[src/rtl/ppc_pkg.sv]
package ppc_pkg;
  localparam int PORT_W = 8;
  localparam int NIB_W  = PORT_W / 2;
  localparam int NIBS   = 6;
  localparam int SEL_W  = $clog2(PORT_W);

  typedef enum logic [1:0] {
    SEL_PA   = 2'b00,
    SEL_PB   = 2'b01,
    SEL_PC   = 2'b10,
    SEL_CTRL = 2'b11
  } ppc_sel_e;

  localparam int B_CL_DIR = 0;
  localparam int B_PB_DIR = 1;
  localparam int B_CU_DIR = 3;
  localparam int B_PA_DIR = 4;
  localparam int B_KIND   = 7;

  localparam logic [PORT_W-1:0] CTRL_RESET = 8'h9B;

  typedef struct packed {
    logic pa_in;
    logic pb_in;
    logic cu_in;
    logic cl_in;
  } ppc_dir_t;
endpackage

[src/rtl/ppc_ctrl.sv]
module ppc_ctrl
  import ppc_pkg::*;
(
  input  logic              clk,
  input  logic              rst,
  input  logic              wr_ctrl,
  input  logic [PORT_W-1:0] wdata,
  output logic [PORT_W-1:0] mode_q,
  output ppc_dir_t          dir,
  output logic              mode_load,
  output logic              bsr_load,
  output logic [SEL_W-1:0]  bsr_idx,
  output logic              bsr_val
);
  assign mode_load = wr_ctrl &  wdata[B_KIND];
  assign bsr_load  = wr_ctrl & ~wdata[B_KIND];
  assign bsr_idx   = wdata[SEL_W:1];
  assign bsr_val   = wdata[0];

  always_ff @(posedge clk) begin
    if (rst)            mode_q <= CTRL_RESET;
    else if (mode_load) mode_q <= wdata;
  end

  always_comb begin
    dir.pa_in = mode_q[B_PA_DIR];
    dir.pb_in = mode_q[B_PB_DIR];
    dir.cu_in = mode_q[B_CU_DIR];
    dir.cl_in = mode_q[B_CL_DIR];
  end

  AST_BSR_KEEPS_MODE: assert property (@(posedge clk) disable iff (rst)
    bsr_load |=> $stable(mode_q));
  AST_MODE_STORED: assert property (@(posedge clk) disable iff (rst)
    mode_load |=> mode_q == $past(wdata));
endmodule

[src/rtl/ppc_nib.sv]
module ppc_nib
  import ppc_pkg::*;
#(
  parameter int W       = NIB_W,
  parameter int BASE    = 0,
  parameter bit HAS_BSR = 1'b0
) (
  input  logic             clk,
  input  logic             rst,
  input  logic             clr,
  input  logic             ld,
  input  logic [W-1:0]     ld_data,
  input  logic             bs_en,
  input  logic [SEL_W-1:0] bs_idx,
  input  logic             bs_val,
  output logic [W-1:0]     q
);
  always_ff @(posedge clk) begin
    if (rst || clr) begin
      q <= '0;
    end else if (ld) begin
      q <= ld_data;
    end else if (HAS_BSR && bs_en) begin
      for (int i = 0; i < W; i++) begin
        if (bs_idx == SEL_W'(BASE + i)) q[i] <= bs_val;
      end
    end
  end

  AST_NIB_CLEAR: assert property (@(posedge clk) disable iff (rst)
    clr |=> q == '0);
endmodule

[src/rtl/ppc_rdmux.sv]
module ppc_rdmux
  import ppc_pkg::*;
(
  input  logic              clk,
  input  logic              rst,
  input  logic              rd_en,
  input  logic [1:0]        sel,
  input  logic [PORT_W-1:0] mode_q,
  input  ppc_dir_t          dir,
  input  logic [PORT_W-1:0] lat_a,
  input  logic [PORT_W-1:0] lat_b,
  input  logic [PORT_W-1:0] lat_c,
  input  logic [PORT_W-1:0] pin_a,
  input  logic [PORT_W-1:0] pin_b,
  input  logic [PORT_W-1:0] pin_c,
  output logic [PORT_W-1:0] rdata
);
  logic [PORT_W-1:0] c_view;

  always_comb begin
    c_view[PORT_W-1:NIB_W] = dir.cu_in ? pin_c[PORT_W-1:NIB_W] : lat_c[PORT_W-1:NIB_W];
    c_view[NIB_W-1:0]      = dir.cl_in ? pin_c[NIB_W-1:0]      : lat_c[NIB_W-1:0];
  end

  always_ff @(posedge clk) begin
    if (rst) begin
      rdata <= '0;
    end else if (rd_en) begin
      case (ppc_sel_e'(sel))
        SEL_PA:  rdata <= dir.pa_in ? pin_a : lat_a;
        SEL_PB:  rdata <= dir.pb_in ? pin_b : lat_b;
        SEL_PC:  rdata <= c_view;
        default: rdata <= mode_q;
      endcase
    end
  end

  AST_RD_HOLD: assert property (@(posedge clk) disable iff (rst)
    !rd_en |=> $stable(rdata));
endmodule

[src/rtl/ppc_top.sv]
module ppc_top
  import ppc_pkg::*;
(
  input  logic              clk,
  input  logic              rst,
  input  logic              cs_n,
  input  logic [1:0]        addr,
  input  logic              rd_en,
  input  logic              wr_en,
  input  logic [PORT_W-1:0] wdata,
  output logic [PORT_W-1:0] rdata,
  input  logic [PORT_W-1:0] pa_in,
  output logic [PORT_W-1:0] pa_out,
  output logic [PORT_W-1:0] pa_oe,
  input  logic [PORT_W-1:0] pb_in,
  output logic [PORT_W-1:0] pb_out,
  output logic [PORT_W-1:0] pb_oe,
  input  logic [PORT_W-1:0] pc_in,
  output logic [PORT_W-1:0] pc_out,
  output logic [PORT_W-1:0] pc_oe
);
  logic              wr_hit, rd_hit, wr_ctrl;
  logic [PORT_W-1:0] mode_q;
  ppc_dir_t          dir;
  logic              mode_load, bsr_load, bsr_val;
  logic [SEL_W-1:0]  bsr_idx;
  logic [NIB_W-1:0]  nib_q [NIBS];

  assign wr_hit  = ~cs_n & wr_en;
  assign rd_hit  = ~cs_n & rd_en;
  assign wr_ctrl = wr_hit && (addr == SEL_CTRL);

  ppc_ctrl u_ctrl (
    .clk(clk), .rst(rst), .wr_ctrl(wr_ctrl), .wdata(wdata),
    .mode_q(mode_q), .dir(dir), .mode_load(mode_load),
    .bsr_load(bsr_load), .bsr_idx(bsr_idx), .bsr_val(bsr_val)
  );

  for (genvar g = 0; g < NIBS; g++) begin : g_nib
    localparam int  PORT = g / 2;
    localparam int  HI   = g % 2;
    localparam bit  IS_C = (PORT == 2);
    logic ld;
    assign ld = wr_hit && (addr == 2'(PORT));
    ppc_nib #(.W(NIB_W), .BASE(HI * NIB_W), .HAS_BSR(IS_C)) u_nib (
      .clk(clk), .rst(rst), .clr(mode_load), .ld(ld),
      .ld_data(wdata[HI*NIB_W +: NIB_W]),
      .bs_en(bsr_load), .bs_idx(bsr_idx), .bs_val(bsr_val),
      .q(nib_q[g])
    );
  end

  assign pa_out = {nib_q[1], nib_q[0]};
  assign pb_out = {nib_q[3], nib_q[2]};
  assign pc_out = {nib_q[5], nib_q[4]};
  assign pa_oe  = {PORT_W{~dir.pa_in}};
  assign pb_oe  = {PORT_W{~dir.pb_in}};
  assign pc_oe  = {{NIB_W{~dir.cu_in}}, {NIB_W{~dir.cl_in}}};

  ppc_rdmux u_rd (
    .clk(clk), .rst(rst), .rd_en(rd_hit), .sel(addr),
    .mode_q(mode_q), .dir(dir),
    .lat_a(pa_out), .lat_b(pb_out), .lat_c(pc_out),
    .pin_a(pa_in), .pin_b(pb_in), .pin_c(pc_in),
    .rdata(rdata)
  );

  AST_RESET_ALL_IN: assert property (@(posedge clk) disable iff (rst)
    $past(rst) |-> (pa_oe == '0 && pb_oe == '0 && pc_oe == '0 && pc_out == '0));
  AST_CS_IGNORE: assert property (@(posedge clk) disable iff (rst)
    cs_n |=> ($stable(pa_out) && $stable(pb_out) && $stable(pc_out) &&
              $stable(pc_oe) && $stable(rdata)));
  AST_BSR_ONE_BIT: assert property (@(posedge clk) disable iff (rst)
    (wr_hit && addr == SEL_CTRL && !wdata[B_KIND]) |=>
      $countones(pc_out ^ $past(pc_out)) <= 1);
  AST_OE_GROUPED: assert property (@(posedge clk) disable iff (rst)
    ($countones(pc_oe[NIB_W-1:0]) == 0 || $countones(pc_oe[NIB_W-1:0]) == NIB_W));
endmodule

[config.mk]
export PLATFORM = sky130hd
export DESIGN_NAME = ppc_top
export DESIGN_NICKNAME = d
export VERILOG_FILES = /design/src/rtl/ppc_pkg.sv /design/src/rtl/ppc_ctrl.sv /design/src/rtl/ppc_nib.sv /design/src/rtl/ppc_rdmux.sv /design/src/rtl/ppc_top.sv
export SDC_FILE = /design/constraint.sdc
export NUM_CORES = 1
export LEC_CHECK = 0
export BUFFER_PORTS_ARGS = -buffer_cell sky130_fd_sc_hd__buf_2
export CORE_ASPECT_RATIO = 1.2
export CORE_MARGIN = 4
export CORE_UTILIZATION = 51
export DETAILED_ROUTE_END_ITERATION = 10
export HOLD_SLACK_MARGIN = 0.1
export PLACE_DENSITY_LB_ADDON = 0.12
export SYNTH_ARGS = -nofsm -noshare
export SYNTH_HDL_FRONTEND = slang
export SYNTH_SLANG_ARGS = --single-unit
[constraint.sdc]
create_clock -name clk -period 2.58 [get_ports clk]
set_input_delay 0.258 -clock clk [delete_from_list [all_inputs] [get_ports clk]]
set_output_delay 0.258 -clock clk [all_outputs]
set_load 0.05 [all_outputs]
==> results of run 1 <==
[power by group]
group / leakage [nW] / total [mW] / switching, mW / internal, mW
Combinational: 0.913 / 0.260 / 0.182 / 0.0782
Sequential: 0.324 / 0.648 / 0.0143 / 0.634
Clock: 0.0510 / 0.440 / 0.226 / 0.213
Total: 1.29 / 1.35 / 0.423 / 0.925
[final timing paths]
check                         from                to  slack (ps)  cells past startpoint
setup / recovery  u_ctrl.mode_q[4]          pa_oe[1]         840                      2
hold / removal                 rst  u_ctrl.mode_q[2]         250                      2
setup reg to reg  u_ctrl.mode_q[4]     u_rd.rdata[7]        1020                      4
hold reg to reg      u_rd.rdata[1]     u_rd.rdata[1]         450                      2
[metrics by stage]
stage | area, sq um | power [mW]
floorplan | 2240 | 0.849
global placement | 2530 | 0.920
detailed placement | 2530 | 0.922
CTS | 2620 | 1.35
global route | 2620 | 1.40
finish | 2620 | 1.35
[state kept, by name, indices dropped and copies added, names as in the netlist]
signal / count
u_ctrl.mode_q: 8
g_nib.u_nib.q: 24
u_rd.rdata: 8
[final cells by class]
class / count / area [sq um] / share of cell area (%)
Clock buffer: 6 / 82.6 / 3.15
Clock inverter: 2 / 10.0 / 0.382
Inverter: 5 / 18.8 / 0.716
Multi-Input combinational cell: 182 / 1150 / 44.0
Sequential cell: 40 / 801 / 30.5
Tap cell: 56 / 70.1 / 2.67
Timing Repair Buffer: 96 / 485 / 18.5
[cell usage after synthesis (3+ instances only)]
cell type / count
inv_1: 5
o21ai_0: 16
nor2b_1: 8
nor3_1: 3
nor2_1: 17
nand2_1: 38
buf_4: 21
dfxtp_1: 40
buf_2: 4
a211o_1: 11
clkbuf_1: 9
o211ai_1: 4
mux2i_1: 28
clkbuf_8: 3
a21oi_1: 24
o22ai_1: 8
[kinds of logic (layout without fill, tap and decap cells)]
family                 after synthesis  count (layout)  synth area share, %
muxes                               31              31                 14.0
and+or+nand+nor                     82              82                 17.4
buffers and inverters               45             109                 12.7
DFF                                 40              40                 35.7
AOI/OAI and AO/OA                   69              69                 20.2
[per-layer routing]
metal	up-vias	part of all wire (%)	track usage (%)
li1	1036	-	-
met1	977	41	28.1
met2	81	49	37.7
met3	11	8.0	5.03
met4	0	2.3	9.94
met5	-	0	0
[cell usage in the layout (no fill, tap or decap), types with 3 or more instances in the layout]
cell      Yosys  final
nor2_1       17     17
a211o_1      11     11
clkbuf_8      3      6
inv_1         5      5
a21oi_1      24     24
nor3_1        3      3
nor2b_1       8      8
o211ai_1      4      4
buf_2         4     94
mux2i_1      28     28
dfxtp_1      40     40
o21ai_0      16     16
o22ai_1       8      8
nand2_1      38     38
==> impl_metrics.yaml, run 1 <==
run_status:
  status: "complete, no violations"
grt:
  grtUsageTotal_pct: 23.0
  grt_max_degree: 25
  antenna_found_initial: 0
  grt_pass1_wl_microns: 9230
  overflow: 0
  grt_pass1_vias: 1907
setup_path:
  path_max_fanout: 10
  worstPathRequired_ps: 2320
  start_kind: "flip-flop"
  critPathTopFamily: "flip-flops"
  crit_type: "flip-flop to output pin"
  slowest_stage: "dfxtp_1"
  arrival_ps: 1480
  worst-path-buf-inv: 2
  endpoint_kind: "output pin"
  cpPeakStageDelay_ps: 690
  path_cells: "inv_1 -> buf_2"
synth:
  yosysSeqAreaShare_pct: 35.7
  synth.top_cell.area_share_pct: 35.7
  synth.ff_latch_count: 40
  synth-async-reset-ratio_pct: 0
  netlist_area_sq_mm: 0.00224
  syn_nets: 306
  synth_top_area_cell: "dfxtp_1"
  postSynthAreaPerCell_sq_um: 8.39
  synth_ff_type: "dfxtp_1"
  synth.distinct_cells: 36
  synth_cells: 267
  synth.area.top_cells: "dfxtp_1 36%, mux2i_1 13%, buf_4 7.0%, nand2_1 6.4%, a21oi_1 5.4%"
  yosys_warnings: 0
  synth_edf_count: 0
routing:
  routed_wl_microns: 6260
  drtAntennaViolNets: 0
  wl_per_cell_microns: 16.2
  drc: 0
  vias_per_cell: 5.44
  drtIter0Drc: 94
  drt_pass1_iterations: 4
  vias: 2105
final_layout:
  nets: 369
  area_growth_syn_to_layout_pct: 17.0
  instances_no_fill: 387
  num_antenna_cells: 0
  utilization_pct: 61.5
  final_layout_size_suffix_gt1_share_pct: 33.8
  fill_cells: 411
place:
  dp_cells: 379
  portBuffers: 94
  place_congestion: 0.832
  hpwl_microns: 4650
  preCtsSetupSlack_ps: 710
floorplanning:
  core-area_sq_mm: 0.00426
  die_h_microns: 80.6
  fp.dieW_microns: 68.5
  initial_core_util_pct: 52.6
  dieArea_sq_mm: 0.00552
  rows: 26
  io_pins: 95
sta:
  period_minus_slack_ps: 1740
  setup_tns_ps: 0
  rsz0062_at_grt: "no"
  slew_headroom_pct: 49.8
  skew_ps: 6.84
  holdWs_ps: 255
  max_clock_freq_ghz: 0.575
  finalSetupViolCount: 0
  setup_slack_ps: 840
  min_period_over_period_pct: 67.4
  maxSlewViolCount: 0
  finalHoldViolations: 0
  worst_pin_slew_ps: 751
clock_tree:
  path_clk_slew_ps: 70
  cts_setup_buffers: 0
  cts_tree: "done"
  cts_htree_levels: 2
  ctsHoldBuffers: 0
  cts_buffers: 5
  clock-sinks: 40
  cts.path.max_buffers: 2
  clock-root-buffer: "clkbuf_8"
  insertion_delay_ps: 300
  cts_resized: 0
job:
  maxCapViolations: 0
min_path:
  hold_class: "primary input to flip-flop"
pwr:
  ir_drop_mv: 0.346
  p_leak_nw: 1.29
  powerDensity_mw_per_mm2: 514
(Power assumes the default switching activity.)
==> inputs of run 2 (changes only) <==
--- a/config.mk
+++ b/config.mk
@@ -8,7 +8,7 @@
 export BUFFER_PORTS_ARGS = -buffer_cell sky130_fd_sc_hd__buf_2
 export CORE_ASPECT_RATIO = 1.2
 export CORE_MARGIN = 4
-export CORE_UTILIZATION = 51
+export CORE_UTILIZATION = 48
 export DETAILED_ROUTE_END_ITERATION = 10
 export HOLD_SLACK_MARGIN = 0.1
 export PLACE_DENSITY_LB_ADDON = 0.12
==> constraint.sdc (replaced) <==
create_clock -name clk -period 1.7 [get_ports clk]
set_input_delay 0.17 -clock clk [delete_from_list [all_inputs] [get_ports clk]]
set_output_delay 0.17 -clock clk [all_outputs]
set_load 0.05 [all_outputs]
==> run 2 against run 1 <==
  * First-iteration DRC count is 22% higher
  * Die area increased by 5.6%
  * Sequential power is 51% higher
==> impl_metrics.yaml, run 2 (synthesis gave the netlist of run 1 again) <==
pwr:
  p_leak_nw: 1.38
  ir_drop_mv: 0.625
  powerDensity_mw_per_mm2: 897
  finalPower_mw: 2.50
sta:
  setup_slack_ps: 259
  max_clock_freq_ghz: 0.694
  finalHoldViolations: 0
  skew_ps: 5.66
  slew_headroom_pct: 75.4
  setup_tns_ps: 0
  rsz0062_at_grt: "no"
  min_period_over_period_pct: 84.8
  worst_pin_slew_ps: 369
  maxSlewViolCount: 0
  period_minus_slack_ps: 1440
  finalSetupViolCount: 0
final_layout:
  layout_commonest_cell: "buf_2"
  nets: 381
  num_antenna_cells: 0
  max_flop_register: "g_nib.u_nib.q"
  area_growth_syn_to_layout_pct: 24.6
  fill_cells: 432
  final_layout_size_suffix_gt1_share_pct: 36.4
  largest_reg_flops: 24
  reg_top3: "g_nib.u_nib.q x24, u_ctrl.mode_q x8, u_rd.rdata x8"
  final_cell_mix: "94 x buf_2, 39 x dfxtp_1, 38 x nand2_1"
setup_path:
  cpPeakStageDelay_ps: 620
  crit_type: "primary input to flip-flop"
  path_cells: "buf_2 -> or4b_1 -> nor3_1 -> mux2_1 -> a21oi_1"
  path_max_fanout: 3
  critPathTopFamily: "simple AND/OR/NAND/NOR gates"
  start_kind: "primary input"
  worstPathRequired_ps: 1940
  slowest_stage: "or4b_1"
  arrival_ps: 1680
  worst-path-buf-inv: 1
  endpoint_kind: "flip-flop"
grt:
  grt_pass1_vias: 2045
  grtUsageTotal_pct: 22.1
  grt_max_degree: 25
  overflow: 0
  antenna_found_initial: 0
  grt_pass1_wl_microns: 10200
run_status:
  status: "complete, no violations"
floorplanning:
  die_h_microns: 82.9
  core-area_sq_mm: 0.00439
  dieArea_sq_mm: 0.00583
  io_pins: 95
  initial_core_util_pct: 51.0
  rows: 26
  fp.dieW_microns: 70.4
place:
  preCtsSetupSlack_ps: 31.7
  place_congestion: 0.884
  hpwl_microns: 4930
  portBuffers: 94
clock_tree:
  path_clk_slew_ps: 80
  cts_buffers: 5
  cts_resized: 0
  ctsHoldBuffers: 0
  cts_setup_buffers: 0
  cts.path.max_buffers: 2
  cts_tree: "done"
  insertion_delay_ps: 300
  cts_htree_levels: 2
  clock-root-buffer: "clkbuf_8"
  clock-sinks: 40
routing:
  vias: 2135
  drtAntennaViolNets: 0
  drt_pass1_iterations: 4
  vias_per_cell: 5.35
  drc: 0
  routed_wl_microns: 6550
  drtIter0Drc: 115
  wl_per_cell_microns: 16.4
min_path:
  hold_class: "primary input to flip-flop"
job:
  maxCapViolations: 0
run 2: worst reg2reg max path, delay by kind of cell (launching register included):
kind / cells / cell delay, ps
multiplexers: 1 / 310
flip-flops: 1 / 520
AO/OA/AOI/OAI: 3 / 470
run 2: final cells by class:
cell class              count  area, sq um  share of cell area (%)
clock buffers               5         68.8                    2.46
clock inverters             3         90.1                    3.23
inverters                   5         18.8                   0.672
multi-input cells         182         1150                    41.4
flip-flops and latches     40          802                    28.7
well taps                  56         70.1                    2.51
repair buffers            108          588                    21.1
run 2: path summary, 6_finish.rpt:
kind / depth (start not counted) / to / slack, ps / from
max reg2reg: 4 / u_rd.rdata[7] / 280 / u_ctrl.mode_q[3]
min reg2reg: 1 / u_ctrl.mode_q[7] / 450 / u_ctrl.mode_q[7]
min: 3 / g_nib[5].u_nib.q[2] / 170 / wdata[6]
max: 5 / g_nib[4].u_nib.q[2] / 260 / wdata[3]
run 2: where the power goes:
part           internal, mW  switching, mW  leakage (nW)
logic                 0.136          0.284         0.974
clock network         0.735          0.369        0.0784
registers             0.962         0.0191         0.324
run 2: layer usage:
| layer | vias up | wire length, microns | global-route usage (%) |
|---|---|---|---|
| li1 | 1066 | - | - |
| met1 | 972 | 2590 | 26.5 |
| met2 | 87 | 3290 | 37.7 |
| met3 | 10 | 526 | 5.31 |
| met4 | 0 | 154 | 8.19 |
| met5 | - | 0 | 0 |
run 2: stage by stage:
step / util, % / instance area (sq um) / hold slack [ps] / cells
finish: 63.6 / 2790 / 166 / 399
global route: 63.6 / 2790 / 169 / 399
CTS: 63.6 / 2790 / 167 / 399
detailed placement: 59.9 / 2630 / 439 / 391
global placement: 59.9 / 2630 / 434 / 391
floorplan: - / 2240 / 288 / 267
